<file path="src/rtl/mtc_pkg.sv">
package mtc_pkg;

  typedef enum logic [1:0] {
    ID_SRAM       = 2'd0,
    ID_SRAM_DUAL  = 2'd1,
    ID_FIFO_FILL  = 2'd2,
    ID_FIFO_DRAIN = 2'd3
  } testId_e;

  typedef enum logic [2:0] {
    PH_IDLE,
    PH_W0,
    PH_R0W1,
    PH_R1W0,
    PH_FILL,
    PH_DRAIN,
    PH_SETTLE,
    PH_DONE
  } phase_e;

  // strobes from the sequencer to the datapath, one set per cycle
  typedef struct packed {
    logic wrEn;
    logic rdEn;
    logic wrOnes;
    logic expOnes;
    logic drainRd;
    logic sampleFull;
    logic sampleEmpty;
    logic clrFail;
    logic clrAllFlags;
    logic clrDrainFlags;
  } ctrlStrobe_t;

endpackage

</file>
<file path="src/rtl/mtc_ctrl.sv">
module mtc_ctrl
  import mtc_pkg::*;
#(
  parameter int ADDR_W     = 4,
  parameter int FIFO_DEPTH = 8
) (
  input  logic              clk,
  input  logic              rstN,
  input  logic              startPulse,
  input  logic [1:0]        memId,
  input  logic              fillOnes,
  output ctrlStrobe_t       strobe,
  output logic [ADDR_W-1:0] memAddr,
  output logic              memPort,
  output logic              busy,
  output logic              doneIrq
);

  localparam int FIFO_W = (FIFO_DEPTH > 1) ? $clog2(FIFO_DEPTH) : 1;
  localparam int CNT_W  = (ADDR_W > FIFO_W) ? ADDR_W : FIFO_W;
  localparam logic [CNT_W-1:0] ADDR_LAST = CNT_W'((2 ** ADDR_W) - 1);
  localparam logic [CNT_W-1:0] FIFO_LAST = CNT_W'(FIFO_DEPTH - 1);

  phase_e           phase;
  testId_e          runId;
  logic [CNT_W-1:0] cnt;
  logic             subStep;
  logic             portReg;
  logic             fillPat;
  testId_e          reqId;

  assign reqId = testId_e'(memId);

  always_ff @(posedge clk or negedge rstN) begin
    if (!rstN) begin
      phase   <= PH_IDLE;
      runId   <= ID_SRAM;
      cnt     <= '0;
      subStep <= 1'b0;
      portReg <= 1'b0;
      fillPat <= 1'b0;
    end else begin
      unique case (phase)
        PH_IDLE: begin
          if (startPulse) begin
            runId   <= reqId;
            fillPat <= fillOnes;
            cnt     <= '0;
            subStep <= 1'b0;
            portReg <= 1'b0;
            if (reqId == ID_FIFO_FILL)       phase <= PH_FILL;
            else if (reqId == ID_FIFO_DRAIN) phase <= PH_DRAIN;
            else                             phase <= PH_W0;
          end
        end
        PH_W0: begin
          if (cnt == ADDR_LAST) begin
            cnt   <= '0;
            phase <= PH_R0W1;
          end else begin
            cnt <= cnt + 1'b1;
          end
        end
        PH_R0W1: begin
          subStep <= ~subStep;
          if (subStep) begin
            if (cnt == ADDR_LAST) phase <= PH_R1W0;
            else                  cnt   <= cnt + 1'b1;
          end
        end
        PH_R1W0: begin
          subStep <= ~subStep;
          if (subStep) begin
            if (cnt == '0) begin
              if (runId == ID_SRAM_DUAL && !portReg) begin
                portReg <= 1'b1;
                phase   <= PH_W0;
              end else begin
                phase <= PH_DONE;
              end
            end else begin
              cnt <= cnt - 1'b1;
            end
          end
        end
        PH_FILL, PH_DRAIN: begin
          if (cnt == FIFO_LAST) phase <= PH_SETTLE;
          else                  cnt   <= cnt + 1'b1;
        end
        PH_SETTLE: phase <= PH_DONE;
        PH_DONE:   phase <= PH_IDLE;
        default:   phase <= PH_IDLE;
      endcase
    end
  end

  always_comb begin
    strobe = '0;
    unique case (phase)
      PH_IDLE: begin
        if (startPulse) begin
          strobe.clrFail       = 1'b1;
          strobe.clrAllFlags   = (reqId == ID_FIFO_FILL);
          strobe.clrDrainFlags = (reqId == ID_FIFO_DRAIN);
        end
      end
      PH_W0: strobe.wrEn = 1'b1;
      PH_R0W1: begin
        strobe.rdEn   = ~subStep;
        strobe.wrEn   = subStep;
        strobe.wrOnes = 1'b1;
      end
      PH_R1W0: begin
        strobe.rdEn    = ~subStep;
        strobe.wrEn    = subStep;
        strobe.expOnes = 1'b1;
      end
      PH_FILL: begin
        strobe.wrEn   = 1'b1;
        strobe.wrOnes = fillPat;
      end
      PH_DRAIN: begin
        strobe.rdEn    = 1'b1;
        strobe.drainRd = 1'b1;
        strobe.expOnes = fillPat;
      end
      PH_SETTLE: begin
        strobe.sampleFull  = (runId == ID_FIFO_FILL);
        strobe.sampleEmpty = (runId == ID_FIFO_DRAIN);
      end
      default: ;
    endcase
  end

  assign memAddr = cnt[ADDR_W-1:0];
  assign memPort = portReg;
  assign busy    = (phase != PH_IDLE);
  assign doneIrq = (phase == PH_DONE);


  strobe_excl_chk: assert property (@(posedge clk) disable iff (!rstN)
    !(strobe.wrEn && strobe.rdEn));


  done_pulse_chk: assert property (@(posedge clk) disable iff (!rstN)
    doneIrq |=> !doneIrq);


  done_after_busy_chk: assert property (@(posedge clk) disable iff (!rstN)
    doneIrq |-> $past(busy));


  id_hold_chk: assert property (@(posedge clk) disable iff (!rstN)
    busy |=> $stable(runId));

endmodule

</file>
<file path="src/rtl/mtc_datapath.sv">
module mtc_datapath
  import mtc_pkg::*;
#(
  parameter int ADDR_W = 4,
  parameter int DEV0_W = 8,
  parameter int DEV1_W = 4,
  parameter int DATA_W = DEV0_W + DEV1_W
) (
  input  logic              clk,
  input  logic              rstN,
  input  ctrlStrobe_t       strobe,
  input  logic [ADDR_W-1:0] memAddr,
  input  logic              memPort,
  input  logic [DATA_W-1:0] memRData,
  input  logic              fifoFull,
  input  logic              fifoEmpty,
  output logic              memWe,
  output logic              memRe,
  output logic [DATA_W-1:0] memWData,
  output logic              failSticky,
  output logic [1:0]        failLanes,
  output logic [ADDR_W-1:0] failAddr,
  output logic              failPort,
  output logic [2:0]        flagStatus
);

  localparam int NUM_DEV = 2;

  logic              cmpValid;
  logic              cmpExp;
  logic [ADDR_W-1:0] cmpAddr;
  logic              cmpPort;
  logic [DATA_W-1:0] diffBits;
  logic [NUM_DEV-1:0] laneBad;

  assign memWe    = strobe.wrEn;
  assign memRe    = strobe.rdEn;
  assign memWData = {DATA_W{strobe.wrOnes}};

  // read data returns one cycle after the strobe
  always_ff @(posedge clk or negedge rstN) begin
    if (!rstN) begin
      cmpValid <= 1'b0;
      cmpExp   <= 1'b0;
      cmpAddr  <= '0;
      cmpPort  <= 1'b0;
    end else begin
      cmpValid <= strobe.rdEn;
      cmpExp   <= strobe.expOnes;
      cmpAddr  <= memAddr;
      cmpPort  <= memPort;
    end
  end

  assign diffBits = memRData ^ {DATA_W{cmpExp}};

  for (genvar d = 0; d < NUM_DEV; d++) begin : g_lane
    localparam int LO = (d == 0) ? 0 : DEV0_W;
    localparam int WD = (d == 0) ? DEV0_W : DEV1_W;
    assign laneBad[d] = cmpValid && (|diffBits[LO +: WD]);
  end

  always_ff @(posedge clk or negedge rstN) begin
    if (!rstN) begin
      failSticky <= 1'b0;
      failLanes  <= '0;
      failAddr   <= '0;
      failPort   <= 1'b0;
    end else if (strobe.clrFail) begin
      failSticky <= 1'b0;
      failLanes  <= '0;
      failAddr   <= '0;
      failPort   <= 1'b0;
    end else if (|laneBad) begin
      if (!failSticky) begin
        failAddr <= cmpAddr;
        failPort <= cmpPort;
      end
      failSticky <= 1'b1;
      failLanes  <= failLanes | laneBad;
    end
  end

  always_ff @(posedge clk or negedge rstN) begin
    if (!rstN) begin
      flagStatus <= '0;
    end else if (strobe.clrAllFlags) begin
      flagStatus <= '0;
    end else if (strobe.clrDrainFlags) begin
      flagStatus[2:1] <= 2'b00;
    end else begin
      if (strobe.sampleFull)            flagStatus[0] <= fifoFull;
      if (strobe.sampleEmpty)           flagStatus[1] <= fifoEmpty;
      if (strobe.drainRd && fifoEmpty)  flagStatus[2] <= 1'b1;
    end
  end


  fail_after_read_chk: assert property (@(posedge clk) disable iff (!rstN)
    $rose(failSticky) |-> $past(strobe.rdEn, 2));


  early_empty_chk: assert property (@(posedge clk) disable iff (!rstN)
    $rose(flagStatus[2]) |-> $past(strobe.drainRd && fifoEmpty));


  lane_fail_chk: assert property (@(posedge clk) disable iff (!rstN)
    (failLanes != '0) |-> failSticky);

endmodule

</file>
<file path="src/rtl/mem_test_ctrl.sv">
module mem_test_ctrl
  import mtc_pkg::*;
#(
  parameter int ADDR_W     = 4,
  parameter int DEV0_W     = 8,
  parameter int DEV1_W     = 4,
  parameter int FIFO_DEPTH = 8,
  parameter int DATA_W     = DEV0_W + DEV1_W
) (
  input  logic              clk,
  input  logic              rstN,
  input  logic              startPulse,
  input  logic [1:0]        memId,
  input  logic              fillOnes,
  output logic [ADDR_W-1:0] memAddr,
  output logic              memPort,
  output logic              memWe,
  output logic              memRe,
  output logic [DATA_W-1:0] memWData,
  input  logic [DATA_W-1:0] memRData,
  input  logic              fifoFull,
  input  logic              fifoEmpty,
  output logic              busy,
  output logic              doneIrq,
  output logic              failSticky,
  output logic [1:0]        failLanes,
  output logic [ADDR_W-1:0] failAddr,
  output logic              failPort,
  output logic [2:0]        flagStatus
);

  ctrlStrobe_t strobe;

  mtc_ctrl #(
    .ADDR_W     (ADDR_W),
    .FIFO_DEPTH (FIFO_DEPTH)
  ) u_ctrl (
    .clk        (clk),
    .rstN       (rstN),
    .startPulse (startPulse),
    .memId      (memId),
    .fillOnes   (fillOnes),
    .strobe     (strobe),
    .memAddr    (memAddr),
    .memPort    (memPort),
    .busy       (busy),
    .doneIrq    (doneIrq)
  );

  mtc_datapath #(
    .ADDR_W (ADDR_W),
    .DEV0_W (DEV0_W),
    .DEV1_W (DEV1_W),
    .DATA_W (DATA_W)
  ) u_dp (
    .clk        (clk),
    .rstN       (rstN),
    .strobe     (strobe),
    .memAddr    (memAddr),
    .memPort    (memPort),
    .memRData   (memRData),
    .fifoFull   (fifoFull),
    .fifoEmpty  (fifoEmpty),
    .memWe      (memWe),
    .memRe      (memRe),
    .memWData   (memWData),
    .failSticky (failSticky),
    .failLanes  (failLanes),
    .failAddr   (failAddr),
    .failPort   (failPort),
    .flagStatus (flagStatus)
  );

endmodule

</file>
<file path="config.mk">
export PLATFORM = sky130hd
export DESIGN_NAME = mem_test_ctrl
export DESIGN_NICKNAME = d
export VERILOG_FILES = /design/src/rtl/mtc_pkg.sv /design/src/rtl/mtc_ctrl.sv /design/src/rtl/mtc_datapath.sv /design/src/rtl/mem_test_ctrl.sv
export SDC_FILE = /design/constraint.sdc
export NUM_CORES = 1
export LEC_CHECK = 0
export BUFFER_PORTS_ARGS = -buffer_cell sky130_fd_sc_hd__buf_2
export CORE_ASPECT_RATIO = 1.5
export CORE_MARGIN = 2
export CORE_UTILIZATION = 48
export CTS_CLUSTER_DIAMETER = 200
export DETAILED_ROUTE_END_ITERATION = 7
export PLACE_DENSITY = 0.74
export SLEW_MARGIN = 20
export SYNTH_ARGS = -nofsm -noshare
export SYNTH_HDL_FRONTEND = slang
export SYNTH_HIERARCHICAL = 1
export SYNTH_SLANG_ARGS = --single-unit
</file>
<file path="constraint.sdc">
create_clock -name clk -period 2.4 [get_ports clk]
set_input_delay 0.12 -clock clk [delete_from_list [all_inputs] [get_ports clk]]
set_output_delay 0.12 -clock clk [all_outputs]
set_load 0.02 [all_outputs]
</file>
Yosys cells after proc, flatten, opt, wreduce, memory -nomap -nowiden --
Index checks and enable logic that the tools add are counted.
Storage, ports and cells: register bits 30, bits of input ports 20, output and inout port bits 32, logic and storage cells 126
Cells by class: add/sub/neg operators 2, eq/ne operators 27, mux-type cells 49, bitwise gates (word level) 3, reductions and logical operators 28
Operator list (number):
- two-way mux 4 bit | 10
- two-way mux 3 bit | 13
- one-hot mux 3 bit (7 select lines) | 1
- one-hot mux 4 bit (5 select lines) | 1
- != test 2 x 1 -> 1 bit (second input constant) | 8
- two-way mux 1 bit | 14
- AND reduction 7 bit | 2
- equality test 3 bit (second input constant) | 4
- one-hot mux 1 bit (2 select lines) | 6
- bitwise XOR 12 bit | 1
- != test 2 bit (second input constant) | 5
- nonzero test 3 bit | 3
- equality test 2 bit (second input constant) | 4
- two-way mux 2 bit | 4
- AND reduction 2 bit | 4
- nonzero test 2 bit | 4
- OR reduction 2 bit | 4
- OR reduction 8 bit | 1
- equality test 3 x 2 -> 1 bit (second input constant) | 2
- AND reduction 5 bit | 1
- nonzero test 5 bit | 1
- adder 4 x 1 -> 4 bit (second input constant) | 1
- equality test 4 x 3 -> 1 bit (second input constant) | 1
- equality test 4 bit (second input constant) | 1
- other kinds (10) | 13

Longest topological paths before layout --
depth in word-level cells 6, gate-level depth with buffers 9, gate-level depth less buffers 7

Modules after synthesis --
Netlist, hierarchy kept.
By module, submodules not included:
- mtc_ctrl | instances 1, cells an instance 119, area each 1007.2 um2, seq. area each 300.3 um2
- mtc_datapath | instances 1, cells an instance 80, area each 888.4 um2, seq. area each 450.4 um2

Worst setup path after synthesis --
No wires, ideal clock.
kind flip-flop to flip-flop, from reg u_ctrl.phase[0], to reg u_dp.flagStatus[0], setup time 0.123 ns, arrival 1.848 ns, data required time 2.277 ns, slack 0.429 ns, cell stages (with the launch flop) 10, path buffers 2, clock period less this slack 1.971 ns, path through dfrtp_1 > buf_4 > clkbuf_1 > nor3_1 > nand2_1 > inv_1 > and3_1 > nand2b_1 > mux2i_1 > nor2_1
RTL lines:
- start, declared | RTL line mtc_ctrl.sv:24 | phase_e phase;
- start signal, assigned | RTL line mtc_ctrl.sv:36 | phase <= PH_IDLE;
- start signal, assigned | RTL line mtc_ctrl.sv:51 | if (reqId == ID_FIFO_FILL) phase <= PH_FILL;
- start signal, assigned | RTL line mtc_ctrl.sv:52 | else if (reqId == ID_FIFO_DRAIN) phase <= PH_DRAIN;
- end signal, assigned | RTL line mtc_datapath.sv:92 | if (strobe.sampleFull) flagStatus[0] <= fifoFull;
- end, declared | RTL line mtc_datapath.sv:24 | output logic [2:0] flagStatus

Worst setup path after layout --
from reg u_ctrl.phase[2], to out memWData[4]
On the way: cells in the longest elaborated chain, start to end 2, elaborated cells on any way between the ends 3, those cells by class eq/ne: 2; mux: 1
Ends and longest elaborated chain:
- equality test 3 bit / equality test 3 x 2 -> 1 bit (equally long branches) | RTL line mtc_ctrl.sv:99 | unique case (phase)
- one-hot mux 1 bit (2 select lines) (*) | RTL line mtc_ctrl.sv:99
- end, declared | RTL line mem_test_ctrl.sv:19 | output logic [DATA_W-1:0] memWData,
Mark *: on every way between the ends. The rest lies on a longest branch, timed or not.

==> impl_metrics.json <==
{
  "worstSetupEndpointType": "primary output",
  "switchingPower_uw": 195,
  "numCtsBuffers": 5,
  "cpMaxStageDelayCell": "dfrtp_1",
  "dp.final_hpwl_mm": 3.15,
  "final.min_clock_period_ns": 2.13,
  "p_int_uw": 854,
  "yosys_register_bits": 30,
  "vias": 1586,
  "cp_top_family": "simple AND/OR/NAND/NOR gates",
  "postCtsSetupBuffers": 0,
  "post_cts_resized": 0,
  "first_global_vias": 1555,
  "tns_ns": 0,
  "period_share_pct": 88.9,
  "gp_congestion": 0.870,
  "core_um2": 3850,
  "grt_max_degree": 31,
  "cp_data_required_time_ns": 2.28,
  "hold_viol": 0,
  "critical_path_class": "flip-flop to primary output",
  "die-area_um2": 4480,
  "finalClockSkew_ns": 0.00190,
  "yosysWarnings": 6,
  "seq_area_frac_synth_pct": 39.6,
  "drive_gt1_share_pct": 28.9,
  "diodes": 0,
  "synthCells": 199,
  "status": "finished, final reports clean",
  "netlist_area_um2": 1900,
  "critPathMaxFanout": 15,
  "start_util_pct": 49.2,
  "clk_pin_slew_ns": 0.06,
  "power_density_nw_per_um2": 477,
  "seqPwrFrac_pct": 48.2,
  "p_leak_uw": 0.00108,
  "max_freq_mhz": 469,
  "critPathLaunchType": "flip-flop",
  "crit_chain": "nand2b_1, a21boi_0, nor2_1, buf_2",
  "synth_nets": 222,
  "report.final.slew_viol_count": 0,
  "drc": 0,
  "combPwrFrac_pct": 3.7,
  "rsz0062_at_grt": "no",
  "slew_headroom_pct": 56.4,
  "synth_flop_cell": "dfrtp_1",
  "insertion_delay_ns": 0.27,
  "rows": 28,
  "nNetsFinal": 262,
  "cts_max_level": 2,
  "grt-ovfl-total": 0,
  "grt_use_total_pct": 19.3,
  "synth_edf_count": 0,
  "finalSetupViolations": 0,
  "viasPerCell": 5.58,
  "cts_root_buf": "clkbuf_8",
  "grt_pass1_wl_mm": 6.77,
  "cts.path.max_buffers": 2,
  "async_reset_ff_share_pct": 100,
  "area_growth_pct": 15.9,
  "die_h_um": 81.0,
  "worst-slew-pin-transition_ns": 0.654,
  "wl_per_cell_um": 14.5,
  "crit_buf_inv": 1,
  "arrival_ns": 2.01,
  "place_area_um2": 2070,
  "io-pin-count": 52,
  "port_buffers": 51,
  "die_x_um": 55.3,
  "cts_sinks": 30,
  "design_area_um2": 2200,
  "antenna_found_initial": 0,
  "drtIter0Drc": 46,
  "syn_area_per_cell_um2": 9.53,
  "cts_tree": "done",
  "ant_nets": 0,
  "ir_drop_mv": 0.366,
  "maxCapViolations": 0,
  "critPathMaxStageDelay_ns": 0.53,
  "drtPass1Iterations": 5,
  "swShare_pct": 18.6,
  "cts_hold_buf": 1,
  "clockPowerShare_pct": 48.1,
  "routed_wl_mm": 4.12,
  "hp-class": "input port to flip-flop",
  "ys_types": 55
}
-- stage by stage --
stage / power [uW] / hold slack [ns] / util, % / std cells / worst slack [ns]
floorplan: 523 / -0.176 / - / 199 / 0.429
global placement: 553 / 0.189 / 53.8 / 276 / 0.475
detailed placement: 554 / 0.191 / 53.8 / 276 / 0.401
CTS: 1070 / 0.0371 / 57.0 / 284 / 0.262
global route: 1100 / 0.0598 / 57.0 / 284 / 0.0528
finish: 1050 / 0.0397 / 57.0 / 284 / 0.266
-- layout make-up --
class | instances | area, um2
Fill cell | 372 | 1660
Tap cell | 45 | 56.3
Clock inverter | 1 | 30.0
Multi-Input combinational cell | 136 | 945
Sequential cell | 30 | 751
Timing Repair Buffer | 56 | 295
Inverter | 10 | 37.5
Clock buffer | 6 | 82.6
-- per-layer routing --
metal | global-route usage [%] | part of all wire [%]
met1 | 20.7 | 38
met2 | 34.9 | 55
met3 | 3.98 | 5.5
met4 | 11.5 | 1.3
met5 | 0 | 0
-- worst register-to-register path, stage by stage, from the launching register on --
cell and delay (ns):
dfrtp_1 0.53, nor3_1 0.44, nand2_1 0.20, inv_1 0.16
and3_1 0.21, nand2b_1 0.13, mux2i_1 0.19, nor2_1 0.05
-- state kept, by name, indices dropped and copies added (netlist names), 2 cells and up --
signal           count
u_ctrl/memAddr       4
u_ctrl/phase         3
u_ctrl/runId         2
u_dp/cmpAddr         4
u_dp/failAddr        4
u_dp/failLanes       2
u_dp/flagStatus      3
-- Yosys cell counts (all sizes together) (2+ instances only) --
cell type  number  area (um2)
dfrtp          30         751
o21a            2        15.0
o41ai           2        17.5
nor4b           2        17.5
a31oi           4        40.0
and3            5        37.5
xnor2           2        17.5
nand2          13        48.8
nor2           12        45.0
nor3b           3        22.5
buf            20         151
nor4            3        18.8
nand3b          4        30.0
nand3           4        20.0
and2            2        12.5
a21oi           9        48.8
clkbuf          3        11.3
o21ai           6        30.0
ha              3        37.5
nor3            8        40.0
inv            10        37.5
or3             2        12.5
nand2b         15        93.8
o21bai          2        15.0
mux2i          10         100
-- power by group through the flow --
stage	Sequential (uW)	Combinational, uW	Clock, uW
2_1_floorplan	515	7.53	0
3_3_place_gp	515	37.9	0
3_5_place_dp	515	38.5	0
4_1_cts	506	39.8	520
5_1_grt	505	43.9	547
6_report	506	38.8	504
-- worst paths after layout --
check	start	end	slack, ns	cells after the start
max reg2reg	u_ctrl/phase[2]$_DFFE_PN0P_	u_dp/flagStatus[0]$_DFFE_PN0P_	0.38	7
min	fillOnes	u_ctrl/fillPat$_DFFE_PN0P_	0.04	3
min reg2reg	u_ctrl/memPort$_DFFE_PN0P_	u_dp/cmpPort$_DFF_PN0_	0.44	0
max in group asynchronous	rstN	u_ctrl/phase[0]$_DFFE_PN0P_	1.56	2
max	u_ctrl/phase[2]$_DFFE_PN0P_	memWData[4]	0.27	4
min in group asynchronous	rstN	u_dp/cmpAddr[0]$_DFF_PN0_	0.42	2
-- layout by cell type, fill, tap and decap left out, drive strengths merged, types with 6 or more instances in the layout --
master and n:
nand2b 15, inv 10, dfrtp 30, nor3 8, clkbuf 6, nor2 12, nand2 13, mux2i 10
a21oi 9, buf 55, o21ai 6
-- logic make-up after synthesis --
group	Yosys count	synth area share, %
compound gates	38	15.8
xor+xnor	2	0.924
fa+ha+maj	4	2.51
buf+inv	33	10.6
flops	30	39.6
mux	10	5.28
simple gates	82	25.3
(Power assumes the default switching activity.)
